## src/rtl/wrs_pkg.sv

```systemverilog
package wrs_pkg;
    typedef enum logic [1:0] {
        ST_IDLE   = 2'd0,
        ST_DRIVE  = 2'd1,
        ST_HOLD   = 2'd2,
        ST_PHASE2 = 2'd3
    } wrs_state_t;
endpackage

```

## src/rtl/wrs_sync.sv

```systemverilog
module wrs_sync #(
    parameter int STAGES = 2
) (
    input  logic clk,
    input  logic rst_n,
    input  logic d,
    output logic q
);
    logic [STAGES-1:0] chain;

    generate
        for (genvar i = 0; i < STAGES; i++) begin : g_stage
            if (i == 0) begin : g_first
                always_ff @(posedge clk or negedge rst_n) begin
                    if (!rst_n) chain[0] <= 1'b0;
                    else        chain[0] <= d;
                end
            end else begin : g_next
                always_ff @(posedge clk or negedge rst_n) begin
                    if (!rst_n) chain[i] <= 1'b0;
                    else        chain[i] <= chain[i-1];
                end
            end
        end
    endgenerate

    assign q = chain[STAGES-1];
endmodule

```

## src/rtl/wrs_fall_detect.sv

```systemverilog
module wrs_fall_detect (
    input  logic clk,
    input  logic rst_n,
    input  logic level,
    output logic fall
);
    logic prev;

    always_ff @(posedge clk or negedge rst_n) begin
        if (!rst_n) prev <= 1'b0;
        else        prev <= level;
    end

    assign fall = prev & ~level;

    // a reported fall always follows a high level one cycle earlier
    p_fall_after_high_r2: assert property (@(posedge clk) disable iff (!rst_n)
        fall |-> $past(level));
endmodule

```

## src/rtl/wrs_counter.sv

```systemverilog
module wrs_counter #(
    parameter int W = 9
) (
    input  logic         clk,
    input  logic         rst_n,
    input  logic         load,
    input  logic [W-1:0] load_val,
    input  logic         dec,
    output logic [W-1:0] cnt,
    output logic         zero
);
    always_ff @(posedge clk or negedge rst_n) begin
        if (!rst_n)     cnt <= '0;
        else if (load)  cnt <= load_val;
        else if (dec)   cnt <= cnt - 1'b1;
    end

    assign zero = (cnt == '0);

    // decrement never wraps below zero
    p_no_underflow_r3: assert property (@(posedge clk) disable iff (!rst_n)
        (dec && !load) |-> !zero);
endmodule

```

## src/rtl/warm_reset_seq.sv

```systemverilog
module warm_reset_seq #(
    parameter int BASE_CYCLES = 40,
    parameter int FIELD_W     = 8,
    parameter int SYNC_STAGES = 2
) (
    input  logic               clk,
    input  logic               rst_n,
    input  logic               pin_in,
    input  logic [FIELD_W-1:0] phase1_len,
    input  logic [FIELD_W-1:0] phase2_len,
    output logic               pin_drive_low,
    output logic               core_reset,
    output logic               busy
);
    import wrs_pkg::*;

    localparam int CNT_W = $clog2(BASE_CYCLES + (1 << FIELD_W));

    wrs_state_t         state_q, state_d;
    logic               pin_s;
    logic               fall;
    logic [FIELD_W-1:0] p2_q;
    logic               cnt_load;
    logic               cnt_dec;
    logic [CNT_W-1:0]   cnt_val;
    logic [CNT_W-1:0]   cnt;
    logic               cnt_zero;

    wrs_sync #(.STAGES(SYNC_STAGES)) u_sync (
        .clk   (clk),
        .rst_n (rst_n),
        .d     (pin_in),
        .q     (pin_s)
    );

    wrs_fall_detect u_fall (
        .clk   (clk),
        .rst_n (rst_n),
        .level (pin_s),
        .fall  (fall)
    );

    wrs_counter #(.W(CNT_W)) u_cnt (
        .clk      (clk),
        .rst_n    (rst_n),
        .load     (cnt_load),
        .load_val (cnt_val),
        .dec      (cnt_dec),
        .cnt      (cnt),
        .zero     (cnt_zero)
    );

    // next-state and counter control
    always_comb begin
        state_d  = state_q;
        cnt_load = 1'b0;
        cnt_dec  = 1'b0;
        cnt_val  = '0;
        unique case (state_q)
            ST_IDLE: begin
                if (fall) begin
                    state_d  = ST_DRIVE;
                    cnt_load = 1'b1;
                    cnt_val  = CNT_W'(BASE_CYCLES - 1) + CNT_W'(phase1_len);
                end
            end
            ST_DRIVE: begin
                if (cnt_zero) state_d = ST_HOLD;
                else          cnt_dec = 1'b1;
            end
            ST_HOLD: begin
                if (pin_s) begin
                    if (p2_q == '0) begin
                        state_d = ST_IDLE;
                    end else begin
                        state_d  = ST_PHASE2;
                        cnt_load = 1'b1;
                        cnt_val  = CNT_W'(p2_q) - 1'b1;
                    end
                end
            end
            ST_PHASE2: begin
                if (cnt_zero) state_d = ST_IDLE;
                else          cnt_dec = 1'b1;
            end
            default: state_d = ST_IDLE;
        endcase
    end

    // state register and trigger-time latch
    always_ff @(posedge clk or negedge rst_n) begin
        if (!rst_n) begin
            state_q <= ST_IDLE;
            p2_q    <= '0;
        end else begin
            state_q <= state_d;
            if (state_q == ST_IDLE && fall) p2_q <= phase2_len;
        end
    end

    // outputs decoded from state
    always_comb begin
        pin_drive_low = 1'b0;
        busy          = 1'b1;
        unique case (state_q)
            ST_IDLE:   busy = 1'b0;
            ST_DRIVE:  pin_drive_low = 1'b1;
            ST_HOLD:   pin_drive_low = 1'b0;
            ST_PHASE2: pin_drive_low = 1'b0;
            default:   busy = 1'b0;
        endcase
        core_reset = busy;
    end

    // a synchronized falling edge in IDLE starts the drive phase
    p_start_on_fall_r2: assert property (@(posedge clk) disable iff (!rst_n)
        (state_q == ST_IDLE && fall) |=> (state_q == ST_DRIVE));
    // without an edge, IDLE is kept
    p_stay_idle_r2: assert property (@(posedge clk) disable iff (!rst_n)
        (state_q == ST_IDLE && !fall) |=> (state_q == ST_IDLE));
    // drive counter steps down by one each cycle until it expires
    p_drive_count_r3: assert property (@(posedge clk) disable iff (!rst_n)
        (state_q == ST_DRIVE && !cnt_zero) |=> (state_q == ST_DRIVE && cnt == $past(cnt) - 1'b1));
    // second phase is held off while the line reads low
    p_hold_pause_r5: assert property (@(posedge clk) disable iff (!rst_n)
        (state_q == ST_HOLD && !pin_s) |=> (state_q == ST_HOLD));
    // an edge during the second phase does not cut or extend it
    p_phase2_runs_r6: assert property (@(posedge clk) disable iff (!rst_n)
        (state_q == ST_PHASE2 && !cnt_zero) |=> (state_q == ST_PHASE2));
    // drive ends only by passing into HOLD
    p_drive_release_r8: assert property (@(posedge clk) disable iff (!rst_n)
        $fell(pin_drive_low) |-> (state_q == ST_HOLD));
endmodule

```

## config.mk

```make
export PLATFORM = sky130hd
export DESIGN_NAME = warm_reset_seq
export DESIGN_NICKNAME = d
export VERILOG_FILES = /design/src/rtl/wrs_pkg.sv /design/src/rtl/wrs_sync.sv /design/src/rtl/wrs_fall_detect.sv /design/src/rtl/wrs_counter.sv /design/src/rtl/warm_reset_seq.sv
export SDC_FILE = /design/constraint.sdc
export NUM_CORES = 1
export LEC_CHECK = 0
export BUFFER_PORTS_ARGS = -buffer_cell sky130_fd_sc_hd__buf_4
export CORE_UTILIZATION = 25
export DETAILED_ROUTE_END_ITERATION = 16
export HOLD_SLACK_MARGIN = 0.08
export PLACE_DENSITY = 0.44
export SYNTH_ARGS = -nofsm -noshare
export SYNTH_HDL_FRONTEND = slang
export SYNTH_SLANG_ARGS = --single-unit
```

## constraint.sdc

```tcl
create_clock -name clk -period 2.2 [get_ports clk]
set_input_delay 0.11 -clock clk [delete_from_list [all_inputs] [get_ports clk]]
set_output_delay 0.11 -clock clk [all_outputs]
set_load 0.05 [all_outputs]
```

Word-level counts from Yosys, hierarchy flattened. Cells that the tools add are included.

Output and inout port bits: 3. Bits in registers: 22. Bits of input ports: 19. Word-level logic and storage cells: 45.

Add/sub/neg operators: 3. Reduce and logical (&&, ||, !) cells: 7. Eq/ne operators: 7. Bitwise logic cells: 2. Muxes and demuxes: 20.

Operators with widths (number): $mux 9 (5); $pmux 9 s2 (1); $mux 2 (5); $add 6x8->9 const A (1); $logic_not 9->1 (1); $sub 8x1->9 const B (1); $sub 9x1->9 const B (1); $logic_not 8->1 (1); $pmux 2 s4 (1); $mux 1 (7); $ne 2x2->1 const B (3); $eq 2x2->1 const B (2); $reduce_and 4->1 (1); $eq 2x1->1 const B (1); $logic_not 2->1 (1); $ne 2x1->1 const B (1); $pmux 1 s2 (1); $reduce_bool 2->1 (1); $reduce_or 2->1 (1); $and 1x1->1 (1); $logic_and 1x1->1 (1); $not 1->1 (1).

Longest topological paths before layout.
Depth in word-level cells: 5. Gate-level depth with buffers: 9. Mapped depth without buffers: 9.

Modules after synthesis. From an unflattened synthesis, not the netlist that was laid out.

Cell total of the unflattened synthesis: 140. Area total of the unflattened synthesis: 1367.6 um^2.

By module, submodules not included: warm_reset_seq (area each 774.5 um^2, times used 1, sequential area each 250.2 um^2, cells each 80); wrs_counter (area each 504.2 um^2, times used 1, sequential area each 225.2 um^2, cells each 56); wrs_sync (area each 50.0 um^2, times used 1, sequential area each 50.0 um^2, cells each 2); wrs_fall_detect (area each 38.8 um^2, times used 1, sequential area each 25.0 um^2, cells each 2).

Worst setup path after synthesis. No wires, ideal clock.

Kind: register to register. Start point: register p2_q[0]. End point: register u_cnt.cnt[2]. Setup time: 120 ps. Arrival time: 1701 ps. Buffers on the path: 0. Required time: 2080 ps. Period minus slack after synthesis: 1820 ps. Stages on the path, launching flop included: 10. Slack: 380 ps. Path through: dfrtp_1 -> inv_1 -> ha_1 -> nor3b_1 -> a21o_4 -> nand2_4 -> nor2_4 -> inv_1 -> o21a_1 -> o22a_2.

Word-level cells in the longest chain between the ends: 5. Elaborated cells on any way between the ends: 10. Classes of those cells: add/sub (1); mux (7); reduce/logical (2).

RTL lines: start, declared (line warm_reset_seq.sv:22) `logic [FIELD_W-1:0] p2_q;`; start signal, assigned (line warm_reset_seq.sv:97) `if (state_q == ST_IDLE && fall) p2_q <= phase2_len;`; $sub 8x1->9 / $logic_not 8->1 (equally long branches) (line warm_reset_seq.sv:78, warm_reset_seq.sv:73); $mux 9 / $mux 1 (equally long branches) (line warm_reset_seq.sv:73) `if (p2_q == '0) begin`; $mux 9 / $mux 1 (equally long branches) (line warm_reset_seq.sv:72) `if (pin_s) begin`; $pmux 9 s2 / $pmux 1 s2 (equally long branches) (line warm_reset_seq.sv:59) `unique case (state_q)`; $mux 9 / $reduce_bool 2->1 (equally long branches); end signal, assigned (line wrs_counter.sv:14) `else if (load) cnt <= load_val;`; end signal, assigned (line wrs_counter.sv:15) `else if (dec) cnt <= cnt - 1'b1;`; end, declared (line wrs_counter.sv:9) `output logic [W-1:0] cnt,`.

Parallel ways exist; a longest one is shown, timed or not. A chain may end at the register's enable or synchronous reset.

Final worst setup path.
Start point: register p2_q[0]. End point: register u_cnt.cnt[6].

Same word-level chain as after synthesis.

==> metrics <==
via count approximately 1200; Total GRT Usage approximately 13%; Tightest Hold Check Type in2reg; antenna violations before repair 0; EDFF count, synth 0; Comb power frac 48.7%; dpl hpwl 2.554 mm; sequential element share of the synthesized area 39.71%; DR iter-0 viols 33; root cell of the clock tree clkbuf_8; Sw Ratio 42.82%; Worst setup EP type flop; area post-placement about 0.0016 mm²; Critical Path AT around 2.2 ns; endpoints failing setup 0; Avg Vias per Cell around 4.7; postcts setup bufs 0; Rows 26; Setup Total Neg Slack 0 ns; Reg2Reg Launch Point p2_q[0]; vias in the first global route approximately 1300; worst-skew pair later-pin latency 0.26 ns; power per cell area ~1200 mW/mm²; Worst Hold End u_cnt.cnt[8]; period utilization 91.38%; grt ovf 0; Chip Width roughly 76 µm; fill cell count about 550; unrepaired setup endpoints after global routing no; share of layout cells above drive strength 1 23.63%; largest net degree at the start of global routing 23; Ports 22; first-pass GRT wire length between 6 and 7 mm; Reg2Reg Depth 7; core area around 0.0052 mm²; area grow syn2layout 29.69%; Max Clk Rate around 500 MHz; drt total wl ~3.3 mm; NetSw roughly 910 µW; Netlist cell types 45; Die ar. slightly below 0.006 mm²; number of max-cap violations 0; WHS around 0.15 ns; Final ANT Viol Nets 0; Data required, critical path 2.33 ns; Pleak between 0.7 and 0.8 nW; Worst Hold Launch phase1_len[6]; clock sinks 22; nets 205; clock power share between 10% and 20%; R2R Setup Slk 0.19 ns; Syn Area/Cell about 9.5 µm²; Slew Viols, Final 0; status finished, final reports clean; type of origin of the critical path flop; Flop pwr share 37.5%; top_reg_cell synth dfrtp_1; Die H approximately 76 µm; CTS tree done; port bufs 21; cells after synthesis around 150; reg2reg end u_cnt.cnt[6]; final instance area ~0.0018 mm²; initial core utilization between 20% and 30%; register bit total from synthesis 22; number of iterations in the first detailed-routing pass 4; post-synthesis async set-or-reset flop share between 90% and 100%; Least-Margin Pin Slew between 0.4 and 0.5 ns; Slew HR between 60% and 70%; clock skew approximately 0.0070 ns; DR DRC count 0; Min Clock Period, post-route 2.010 ns; cell internal pwr 1.219 mW; htree depth 1; CP Max Fanout 4; clk buf depth 2; Synth Warn # 0; hold depth 3; Mapped Area about 0.0014 mm²; placer congestion estimate approximately 0.76; Final Hold Viols 0; CTS buffer count 3; mean routed wirelength per cell about 13 µm; Antenna diodes 0; Peak VDD IR just under 0.4 mV; Mapped Nets roughly 170; Crit Path Category reg2reg; Clock Pin Slew Worst Setup and Hold Paths roughly 0.080 ns
per-layer routing:
metal | track usage, % | vias to the layer above | wire, µm
li1 | - | 592 | -
met1 | 15.37 | 570 | 1464
met2 | 23.51 | 12 | 1782
met3 | 1.796 | 4 | 48
met4 | 2.885 | 0 | 31
met5 | 0 | - | 0
through the flow:
step | instances | power (mW) | util, % | setup slack, ns
after floorplan | 146 | 1.553 | - | 0.3797
after global placement | 238 | 1.829 | 31.27 | 0.2113
after detailed placement | 238 | 1.835 | 31.27 | 0.1422
after CTS | 252 | 2.151 | 34.23 | 0.09647
after global routing | 252 | 2.331 | 34.33 | 0.06460
final | 252 | 2.131 | 34.33 | 0.1897
cells in the mapped netlist, types with 2 or more instances:
cell type | number | area, µm²
nand2_1 | 24 | 90.09
dfrtp_1 | 22 | 550.5
inv_1 | 9 | 33.78
xnor2_1 | 8 | 70.07
nor2_1 | 7 | 26.28
o21ai_0 | 7 | 35.03
a21oi_1 | 5 | 25.02
mux2i_1 | 4 | 40.04
nand3_1 | 4 | 20.02
a31oi_1 | 3 | 18.77
ha_1 | 3 | 37.54
nor3_1 | 3 | 15.01
o22ai_1 | 3 | 18.77
o31ai_1 | 3 | 22.52
a2bb2oi_1 | 2 | 17.52
nand2b_1 | 2 | 12.51
nand3b_1 | 2 | 15.01
nor2b_1 | 2 | 12.51
nor3b_1 | 2 | 15.01
nor4_2 | 2 | 25.02
o221ai_1 | 2 | 17.52
o22a_1 | 2 | 17.52
or4_1 | 2 | 15.01
xor2_1 | 2 | 17.52
worst max-delay path, stage by stage (launching register included):
cell     delay [ns]
dfrtp_1        0.41
inv_1          0.09
ha_1           0.21
or3b_2         0.49
nor3_1         0.22
mux2i_1        0.23
o22a_1         0.15
o21ai_0        0.08
cells by family after synthesis:
family	after synthesis	share of synthesized area (%)
adder cells (fa/ha/maj)	3	2.708
AND/OR/NAND/NOR	60	25.54
flip-flops	22	39.71
buffers and inverters	12	4.151
multiplexers	4	2.888
XOR/XNOR	10	6.318
AO/OA/AOI/OAI	35	18.68
sequential cells by signal (all words and copies together), names as in the netlist:
| signal | count |
|---|---|
| u_fall.prev | 1 |
| u_sync.q | 1 |
| state_q | 2 |
| p2_q | 8 |
| u_sync.chain | 1 |
| u_cnt.cnt | 9 |
power groups by stage:
| stage | registers [mW] | clock network [mW] | logic (mW) |
|---|---|---|---|
| 2_1_floorplan | 0.759 | 0 | 0.795 |
| 3_3_place_gp | 0.805 | 0 | 1.02 |
| 3_5_place_dp | 0.808 | 0 | 1.03 |
| 4_1_cts | 0.798 | 0.304 | 1.05 |
| 5_1_grt | 0.835 | 0.324 | 1.17 |
| 6_report | 0.800 | 0.293 | 1.04 |
layout by cell type (no fill, tap or decap), types with 2 or more instances in the layout:
cell type,count
buf_4,25
nand2_1,24
dfrtp_1,22
dlygate4sd3_1,10
inv_1,9
xnor2_1,8
o21ai_0,7
nor2_1,7
a21oi_1,5
mux2i_1,4
nand3_1,4
clkbuf_8,4
a31oi_1,3
nor3_1,3
o31ai_1,3
o22ai_1,3
ha_1,3
nor2b_1,2
nand2b_1,2
xor2_1,2
nand3b_1,2
o22a_1,2
or4_1,2
a2bb2oi_1,2
o221ai_1,2
nor4_2,2
worst max-delay path by stage:
stage	start	to	slack, ns
floorplan	p2_q[0]	u_cnt.cnt[2]	0.38
global placement	p2_q[0]	u_cnt.cnt[2]	0.21
detailed placement	p2_q[0]	u_cnt.cnt[2]	0.14
CTS	p2_q[0]	u_cnt.cnt[2]	0.1
global route	p2_q[0]	u_cnt.cnt[6]	0.06
finish	p2_q[0]	u_cnt.cnt[6]	0.19
area by class of cell:
| type | instances | area [µm²] | area share [%] |
|---|---|---|---|
| clock buffers | 4 | 55.05 | 3.062 |
| inverters | 9 | 33.78 | 1.879 |
| multi-input cells | 112 | 783.3 | 43.56 |
| flip-flops and latches | 22 | 550.5 | 30.62 |
| well taps | 70 | 87.58 | 4.871 |
| repair buffers | 35 | 287.8 | 16.01 |
repair_timing:
item | 4_1_cts | 5_1_grt
gates resized for setup | 0 | 1
setup endpoints to repair | 0 | 1
hold buffers | 10 | 0
hold endpoints to repair | 31 | 0
(Power assumes the default switching activity.)
